`config.mk`:
```
export PLATFORM = sky130hd
export DESIGN_NAME = mute_pin_ctrl
export DESIGN_NICKNAME = d
export VERILOG_FILES = /design/src/rtl/mpc_pkg.sv /design/src/rtl/mpc_zero_det.sv /design/src/rtl/mpc_seq.sv /design/src/rtl/mute_pin_ctrl.sv
export SDC_FILE = /design/constraint.sdc
export NUM_CORES = 1
export LEC_CHECK = 0
export ABC_AREA = 1
export ABC_CLOCK_PERIOD_IN_PS = 4900
export BUFFER_PORTS_ARGS = -buffer_cell sky130_fd_sc_hd__buf_4
export CORE_UTILIZATION = 40
export CTS_CLUSTER_DIAMETER = 40
export CTS_CLUSTER_SIZE = 16
export DETAILED_ROUTE_END_ITERATION = 8
export GPL_TIMING_DRIVEN = 0
export HOLD_SLACK_MARGIN = 0.15
export PLACE_DENSITY_LB_ADDON = 0.08
export SLEW_MARGIN = 10
export SYNTH_ARGS = -nofsm -noshare
export SYNTH_HDL_FRONTEND = slang
export SYNTH_SLANG_ARGS = --single-unit
export TNS_END_PERCENT = 1
```
`constraint.sdc`:
```
create_clock -name clk -period 4.9 [get_ports clk]
set_input_delay 0.245 -clock clk [delete_from_list [all_inputs] [get_ports clk]]
set_output_delay 0.245 -clock clk [all_outputs]
set_load 0.05 [all_outputs]
```
`src/rtl/mpc_pkg.sv`:
```
package mpc_pkg;
  typedef enum logic [1:0] {
    ST_IDLE  = 2'd0,
    ST_WAIT  = 2'd1,
    ST_ARMED = 2'd2
  } seq_st_e;
endpackage

```
`src/rtl/mpc_zero_det.sv`:
```
module mpc_zero_det #(
  parameter int NUM_CH   = 6,
  parameter int SAMPLE_W = 24,
  parameter int ZERO_RUN = 8192
) (
  input  logic                       clk,
  input  logic                       clr_i,
  input  logic                       stb_i,
  input  logic [NUM_CH*SAMPLE_W-1:0] data_i,
  output logic                       run_done_o
);
  localparam int CW = $clog2(ZERO_RUN + 1);
  localparam logic [CW-1:0] RUN_MAX = CW'(ZERO_RUN);

  logic [NUM_CH-1:0] ch_zero;
  logic              all_zero;
  logic [CW-1:0]     cnt_q;

  for (genvar c = 0; c < NUM_CH; c++) begin : g_ch
    assign ch_zero[c] = (data_i[c*SAMPLE_W +: SAMPLE_W] == '0);
  end
  assign all_zero = &ch_zero;

  always_ff @(posedge clk) begin
    if (clr_i) begin
      cnt_q <= '0;
    end else if (stb_i) begin
      if (!all_zero)            cnt_q <= '0;
      else if (cnt_q != RUN_MAX) cnt_q <= cnt_q + 1'b1;
    end
  end

  assign run_done_o = (cnt_q == RUN_MAX);

  p_restart_r5: assert property (@(posedge clk) disable iff (clr_i)
    stb_i && !all_zero |=> cnt_q == '0);
  p_no_skip_r4: assert property (@(posedge clk) disable iff (clr_i)
    !stb_i |=> $stable(cnt_q));
endmodule

```
`src/rtl/mpc_seq.sv`:
```
module mpc_seq
  import mpc_pkg::*;
#(
  parameter int ACK_TIMEOUT = 1024
) (
  input  logic clk,
  input  logic clr_i,
  input  logic stb_i,
  input  logic auto_req_i,
  input  logic ack_i,
  output logic mute_req_o,
  output logic armed_d_o
);
  localparam int TW = (ACK_TIMEOUT > 2) ? $clog2(ACK_TIMEOUT) : 1;
  localparam logic [TW-1:0] TMO_LAST = TW'(ACK_TIMEOUT - 1);

  seq_st_e       st_q, st_d;
  logic [TW-1:0] tmo_q, tmo_d;
  logic          req_q;

  always_comb begin
    st_d  = st_q;
    tmo_d = tmo_q;
    if (!auto_req_i) begin
      st_d  = ST_IDLE;
      tmo_d = '0;
    end else begin
      case (st_q)
        ST_IDLE: begin
          st_d  = ST_WAIT;
          tmo_d = '0;
        end
        ST_WAIT: begin
          if (ack_i || tmo_q == TMO_LAST) st_d = ST_ARMED;
          else                            tmo_d = tmo_q + 1'b1;
        end
        default: st_d = ST_ARMED;
      endcase
    end
  end

  always_ff @(posedge clk) begin
    if (clr_i) begin
      st_q  <= ST_IDLE;
      tmo_q <= '0;
      req_q <= 1'b0;
    end else if (stb_i) begin
      st_q  <= st_d;
      tmo_q <= tmo_d;
      req_q <= auto_req_i;
    end
  end

  assign mute_req_o = req_q;
  assign armed_d_o  = (st_d == ST_ARMED);

  p_req_on_auto_r6: assert property (@(posedge clk) disable iff (clr_i)
    stb_i && auto_req_i |=> mute_req_o);
  p_busy_has_req_r7: assert property (@(posedge clk) disable iff (clr_i)
    st_q != ST_IDLE |-> req_q);
endmodule

```
`src/rtl/mute_pin_ctrl.sv`:
```
module mute_pin_ctrl #(
  parameter int NUM_CH      = 6,
  parameter int SAMPLE_W    = 24,
  parameter int ZERO_RUN    = 8192,
  parameter int ACK_TIMEOUT = 1024
) (
  input  logic                       clk,
  input  logic                       rst,
  input  logic                       pdn_i,
  input  logic                       man_req_i,
  input  logic                       zero_en_i,
  input  logic                       clkerr_en_i,
  input  logic                       smp_stb_i,
  input  logic [NUM_CH*SAMPLE_W-1:0] smp_data_i,
  input  logic                       clk_err_i,
  input  logic                       ramp_done_i,
  output logic                       dig_mute_req_o,
  output logic                       pin_o,
  output logic                       pin_oe_o
);
  logic clr;
  logic zero_run;
  logic auto_req;
  logic armed_d;
  logic pin_q, oe_q;

  assign clr = rst | pdn_i;

  mpc_zero_det #(
    .NUM_CH  (NUM_CH),
    .SAMPLE_W(SAMPLE_W),
    .ZERO_RUN(ZERO_RUN)
  ) i_zero (
    .clk       (clk),
    .clr_i     (clr),
    .stb_i     (smp_stb_i),
    .data_i    (smp_data_i),
    .run_done_o(zero_run)
  );

  assign auto_req = (zero_en_i & zero_run) | (clkerr_en_i & clk_err_i);

  mpc_seq #(
    .ACK_TIMEOUT(ACK_TIMEOUT)
  ) i_seq (
    .clk       (clk),
    .clr_i     (clr),
    .stb_i     (smp_stb_i),
    .auto_req_i(auto_req),
    .ack_i     (ramp_done_i),
    .mute_req_o(dig_mute_req_o),
    .armed_d_o (armed_d)
  );

  always_ff @(posedge clk) begin
    if (clr) begin
      pin_q <= 1'b0;
      oe_q  <= 1'b0;
    end else begin
      oe_q <= 1'b1;
      if (smp_stb_i) pin_q <= man_req_i | armed_d;
    end
  end

  assign pin_o    = pin_q;
  assign pin_oe_o = oe_q;

  p_undriven_r1: assert property (@(posedge clk) disable iff (rst)
    pdn_i |=> !pin_oe_o && !pin_o && !dig_mute_req_o);
  p_manual_r3: assert property (@(posedge clk) disable iff (rst)
    smp_stb_i && man_req_i && !pdn_i |=> pin_o);
  p_mute_first_r7: assert property (@(posedge clk) disable iff (rst)
    $rose(pin_o) && !$past(man_req_i) |-> $past(dig_mute_req_o));
  p_release_r10: assert property (@(posedge clk) disable iff (rst)
    smp_stb_i && !pdn_i && !man_req_i && !auto_req |=> !pin_o && !dig_mute_req_o);
endmodule

```
# Word-level counts from Yosys, hierarchy flattened
# Cells that the tools add are included.
# word_totals
register_bits	29
output_inout_bits	3
elab_cells	41
# classes
add_sub_neg	2
n_eq_ne	8
mux	9
bitwise	5
n_reduce_logical	11
# ops
cell	n
logical NOT 24 bit	6
two-way mux 14 bit	2
two-way mux 10 bit	2
one-hot mux 10 bit (2 select lines)	1
adder 14 x 1 -> 14 bit, second input constant	1
== test 14 bit, second input constant	1
!= test 14 bit, second input constant	1
adder 10 x 1 -> 10 bit, second input constant	1
== test 10 bit, second input constant	1
!= test 3 bit, second input constant	2
AND reduction 6 bit	1
two-way mux 2 bit	2
one-hot mux 2 bit (2 select lines)	1
bitwise OR 1 bit	3
AND reduction 3 bit	1
bitwise AND 1 bit	2
== test 2 x 1 -> 1 bit, second input constant	1
== test 2 bit, second input constant	1
logical NOT 2 bit	1
!= test 2 bit, second input constant	1
AND reduction 2 bit	1
logical OR 1 bit	1
two-way mux 1 bit	1

# Depth between registers and ports, before layout
# logic_depth
word_depth	7
ltp_mapped	11
ltp_nobuf	11

# Modules after synthesis
# Synthesis repeated with hierarchy kept, for this count alone.
# hier_totals
hier_cells	415
area_unflattened_um2	2394.8
# by_module_without_submodules
mod	n_inst	cells_per_inst	area_each_um2
mpc_zero_det	1	286	1505.2
mpc_seq	1	114	798.3
mute_pin_ctrl	1	15	91.3

# Worst setup path after synthesis
# Ideal clock, no wire load.
# synth_timing
path_kind	flip-flop to flip-flop
from	register i_seq.tmo_q[0]
to	register i_seq.tmo_q[0]
setup_time_ns	0.115
t_arrival_ns	1.487
required_ns	4.785
path_slack_ns	3.298
path_stages_with_launch	12
period_less_slack_ns	1.602
cell_sequence	dfxtp_1 -> ha_1 -> nand3_1 -> nor2_2 -> nand2_2 -> o21bai_2 -> nand2_2 -> nand2_4 -> nor2_2 -> buf_6 -> a21oi_1 -> nor2_1
# synth_between
elab_chain_len	4
word_cells_on_any_way	8
cone_classes	1 x add/sub; 2 x eq/ne; 3 x mux; 2 x reduce/logical
# synth_rtl
element	line	text
start: declaration	mpc_seq.sv:18	logic [TW-1:0] tmo_q, tmo_d;
start signal: assignment	mpc_seq.sv:49	tmo_q <= tmo_d;
adder 10 x 1 -> 10 bit / == test 10 bit (equally long branches)	mpc_seq.sv:35, mpc_seq.sv:34	
two-way mux 10 bit / logical OR 1 bit (equally long branches)	mpc_seq.sv:34	if (ack_i || tmo_q == TMO_LAST) st_d = ST_ARMED;
one-hot mux 10 bit (2 select lines) / != test 3 bit (equally long branches)	-	
two-way mux 10 bit / AND reduction 3 bit (equally long branches)	-	
# Several ways; a longest one is shown, not always the timed one. The select of a mux whose other input is x is not followed.
# A chain may end at the register's enable or synchronous reset.

# Worst setup path after layout
# layout_timing
from	register i_seq.tmo_q[0]
to	register i_seq.st_q[0]
# layout_between
elab_chain_len	5
# layout_rtl
element	line	text
== test 10 bit	mpc_seq.sv:34	
logical OR 1 bit	mpc_seq.sv:34	
two-way mux 2 bit	mpc_seq.sv:34	
one-hot mux 2 bit (2 select lines)	mpc_seq.sv:28	case (st_q)
two-way mux 2 bit	mpc_seq.sv:24	if (!auto_req_i) begin
end signal: assignment	mpc_seq.sv:48	st_q <= st_d;
end: declaration	mpc_seq.sv:17	seq_st_e st_q, st_d;
# Every way passes these cells.

==> summary.txt <==
Critical path
  – Critical Path, Cell by Cell: ha_1 > nand3_1 > nor2_2 > nand2_2 > o21bai_2 > nand2_2 > nand2_4 > nor2_2 > buf_6 > a21oi_1 > nor2_1
  – Worst r2r src: i_seq.tmo_q[0]
  – Critical Path Stages: 11
  – CP Max Fanout: 10
  – Reg2Reg Setup Slack: about 3.1 ns
  – WP buf/inv: 1
  – CP Launch Type: flip-flop
  – Worst setup path end: i_seq.st_q[0]
  – Crit-path max cell delay: 0.42 ns
  – Crit path launch: i_seq.tmo_q[0]
  – FF-to-FF End: i_seq.st_q[0]
  – Critical path capture point type: flip-flop
  – Slowest cell on crit path: dfxtp_1
  – Req. time, crit path: ~5 ns
  – Crit-path leading delay family: simple AND/OR/NAND/NOR gates
  – WS Path Type: reg -> reg
  – Data arrival, critical path: 1.98 ns
  – FF-to-FF path depth: 11

Clock network
  – CTS tree: done
  – Clk Latency, worst-skew pair: a little under 0.3 ns
  – H-tree levels: 2
  – Hold buffers post-CTS: 0
  – TritonCTS Buffers: 5
  – Post-CTS setup buffers: 0
  – Clock Pin Slew Worst Setup and Hold Paths: approximately 0.06 ns
  – Clock tree sinks: 29
  – Root buffer cell: clkbuf_8
  – Post-CTS Resized: 0
  – Bufs on Longest Clock Path: 2

Die
  – Rows: 27
  – Core area: roughly 5500 um2
  – Full die area: 5982 um2
  – Die H: 77.35 um
  – Die X: between 70 and 80 um
  – # IOs: approximately 160
  – Starting density of the core: 41.50%

STA
  – Finish-stage setup viols: 0
  – Skew final: 0.003683 ns
  – Setup TNS Final: 0 ns
  – Tightest Pin Transition: 0.5018 ns
  – RSZ-0062 raised after global routing: false
  – Slew Viols, Final: 0
  – Final min period: 1.815 ns
  – Slew Limit Headroom: 66.55%
  – Final hold viol count: 0
  – Max Fclk: 550.9 MHz
  – Final worst path period share: between 30% and 40%

Finish
  – Fin area: about 3600 um2
  – Non-Filler Instances: roughly 610
  – Synth-to-Final Area Change: 59.67%
  – # nets final: around 700
  – Share of cells above drive strength 1: 34.87%
  – Antenna diode count: 0

Synth
  – Async S/R FF share, synth: 0%
  – Number of enable flip-flop cells after synthesis: 0
  – Xor-xnor portion of the synthesized cell area: ~6.6%
  – Seq/Total Area, Yosys: 25.56%
  – Synth Area in Adders: under 10%
  – Ranking of synthesized cells by area: dfxtp_1 (26%), nor2_1 (18%), nand2_1 (12%)
  – Fraction of synthesized area in multiplexers: 0%
  – Post-synth top area share: between 20% and 30%
  – Simple-gate share of the synthesized area: about half
  – Post-synthesis cell type count: 28
  – Syn Std Cell Area: approximately 2300 um2
  – Largest family of logic cells by synthesized area: simple AND/OR/NAND/NOR gates
  – Flops & latches, synth: 29
  – Post-Syn Area per Cell: roughly 6 um2
  – YS warnings: 0
  – Primary FF master, synth: dfxtp_1
  – Synth Area in Compound Gates: just under 8%
  – Area leader, netlist: dfxtp_1
  – Gate Count Post-Synth: 379
  – Post-Synthesis Net Count: between 500 and 600

Pwr
  – Net Sw Power: roughly 0.15 mW
  – Maximum VDD drop: roughly 0.13 mV
  – Net Sw Frac: around a quarter
  – LEAKAGE: approximately 1.6 nW
  – Design Power: 0.6011 mW
  – Sequential Power Share: about 40%
  – PwrDens: roughly 170 nW/um2
  – Pint: 0.4560 mW
  – Combinational share of power: between 20% and 30%
  – Power share of the clock group: between 30% and 40%

Global route
  – Initial antenna violation count: 0
  – GR peak layer: met2
  – Grt ovf: 0
  – GR Util met1: about 29%
  – Number of global-route vias before repair: just under 3,000
  – Overall routing resource usage: a little over a quarter
  – First-pass GRT wire length: 12,590 um
  – Met3 Use GR: 6.941%
  – Met2 usage in global routing: between 40% and 50%
  – Largest net degree at the start of global routing: 11

Placed design
  – Routability cong.: 0.8941
  – DP Wirelength: roughly 6200 um
  – Post-DP Area: about 3500 um2
  – Cell count after placement: between 600 and 700
  – # port buffers: roughly 160

Min path
  – Hold WC Path Type: in -> reg

Route
  – Final wirelength: between 7000 and 8000 um
  – ANT nets after route: 0
  – Via count: roughly 3,000
  – Wire length per cell: approximately 12 um
  – DR iter-0 viols: 173
  – Residual DRC count: 0
  – Pre-Repair DR Iteration Count: 4
  – Via density: between 4 and 5

Run status
  – Status: finished, final reports clean

Flow run
  – Max-capacitance violation count: 0
## worst min-delay path by stage
stage                           startpoint          endpoint  slack, ns  depth (start not counted)
final                            man_req_i             pin_o       0.18                          3
after detailed placement  i_seq.mute_req_o  i_seq.mute_req_o       0.47                          2
after global routing                   rst          pin_oe_o       0.20                          2
after floorplan                        rst          pin_oe_o       0.36                          1
after CTS                        man_req_i             pin_o       0.17                          3
after global placement      i_seq.tmo_q[7]    i_seq.tmo_q[7]       0.45                          2
## stage by stage
stage          utilization (%)  hold slack [ns]  worst slack, ns
6_report                 66.26           0.1800            3.085
5_1_grt                  66.26           0.1970            2.911
4_1_cts                  66.26           0.1690            3.084
3_5_place_dp             64.40           0.4665            3.080
3_3_place_gp             64.40           0.4514            3.100
2_1_floorplan                -           0.3570            3.298
## cells in the final DEF (no fill, tap or decap)
cell      count
a21oi_1      26
xor2_1       17
nand2_2       3
nand3b_1      6
nor2_2        5
clkbuf_1      2
nand3_1      33
nand2_4       3
ha_1          3
buf_1         1
nand3_2       1
clkbuf_8      7
nand4_1      19
inv_1        26
nand2_1      70
buf_6         1
o211ai_1      1
inv_2         3
a211oi_1      1
a21oi_2       2
dfxtp_1      29
buf_4       157
nor2_1      111
nand2_8       1
buf_2         4
nor3_1        6
o21ai_0       1
and2_1        1
clkinv_2      1
o21bai_2      1
## Yosys cell counts (2+ instances only)
library cell,number
nand3b_1,6
a21oi_1,26
dfxtp_1,29
nand2_2,3
inv_1,26
xor2_1,17
nor2_2,5
buf_2,4
nor2_1,111
a21oi_2,2
nand2_1,70
inv_2,3
buf_4,2
ha_1,3
nand4_1,19
clkbuf_1,2
nor3_1,6
nand2_4,3
nand3_1,33
## worst register-to-register path: stages (launching register included)
cell      delay, ns
dfxtp_1        0.42
ha_1           0.22
nand3_1        0.15
nor2_2         0.17
nand2_2        0.08
o21bai_2       0.14
nand2_2        0.08
nand2_4        0.08
nor2_2         0.05
buf_6          0.13
a21oi_1        0.11
nor2_1         0.05
## layer usage
| metal | vias to the layer above | part of all wire (%) |
|---|---|---|
| met5 | - | 0 |
| met4 | 0 | 2.8 |
| met3 | 20 | 7.6 |
| met2 | 130 | 51 |
| met1 | 1282 | 39 |
| li1 | 1549 | - |
## kinds of logic (layout without fill, tap and decap cells)
group                    Yosys count  in the layout
AND/OR/NAND/NOR                  259            259
buffers and inverters             39            202
AO/OA/AOI/OAI                     32             32
flip-flops                        29             29
XOR/XNOR                          17             17
adder cells (fa/ha/maj)            3              3
## area by class of cell
cell class / count / area (um2)
Buffer: 10 / 57.56
Clock buffer: 7 / 96.34
Clock inverter: 1 / 5.005
Fill cell: 520 / 1847
Inverter: 29 / 108.9
Multi-Input combinational cell: 311 / 1524
Sequential cell: 29 / 580.6
Tap cell: 72 / 90.09
Timing Repair Buffer: 155 / 1164
## flip-flops by register name, indices dropped and copies added (netlist names)
| signal | count |
|---|---|
| i_zero.cnt_q | 14 |
| i_seq.tmo_q | 10 |
| i_seq.st_q | 2 |
| i_seq.mute_req_o | 1 |
| pin_o | 1 |
| pin_oe_o | 1 |
## power groups by stage
stage	registers, mW	clock network [mW]	logic, mW
2_1_floorplan	0.247	0	0.0364
3_3_place_gp	0.243	0	0.138
3_5_place_dp	0.243	0	0.141
4_1_cts	0.238	0.229	0.141
5_1_grt	0.238	0.236	0.154
6_report	0.238	0.223	0.140
Power figures use the tool's default switching activity.
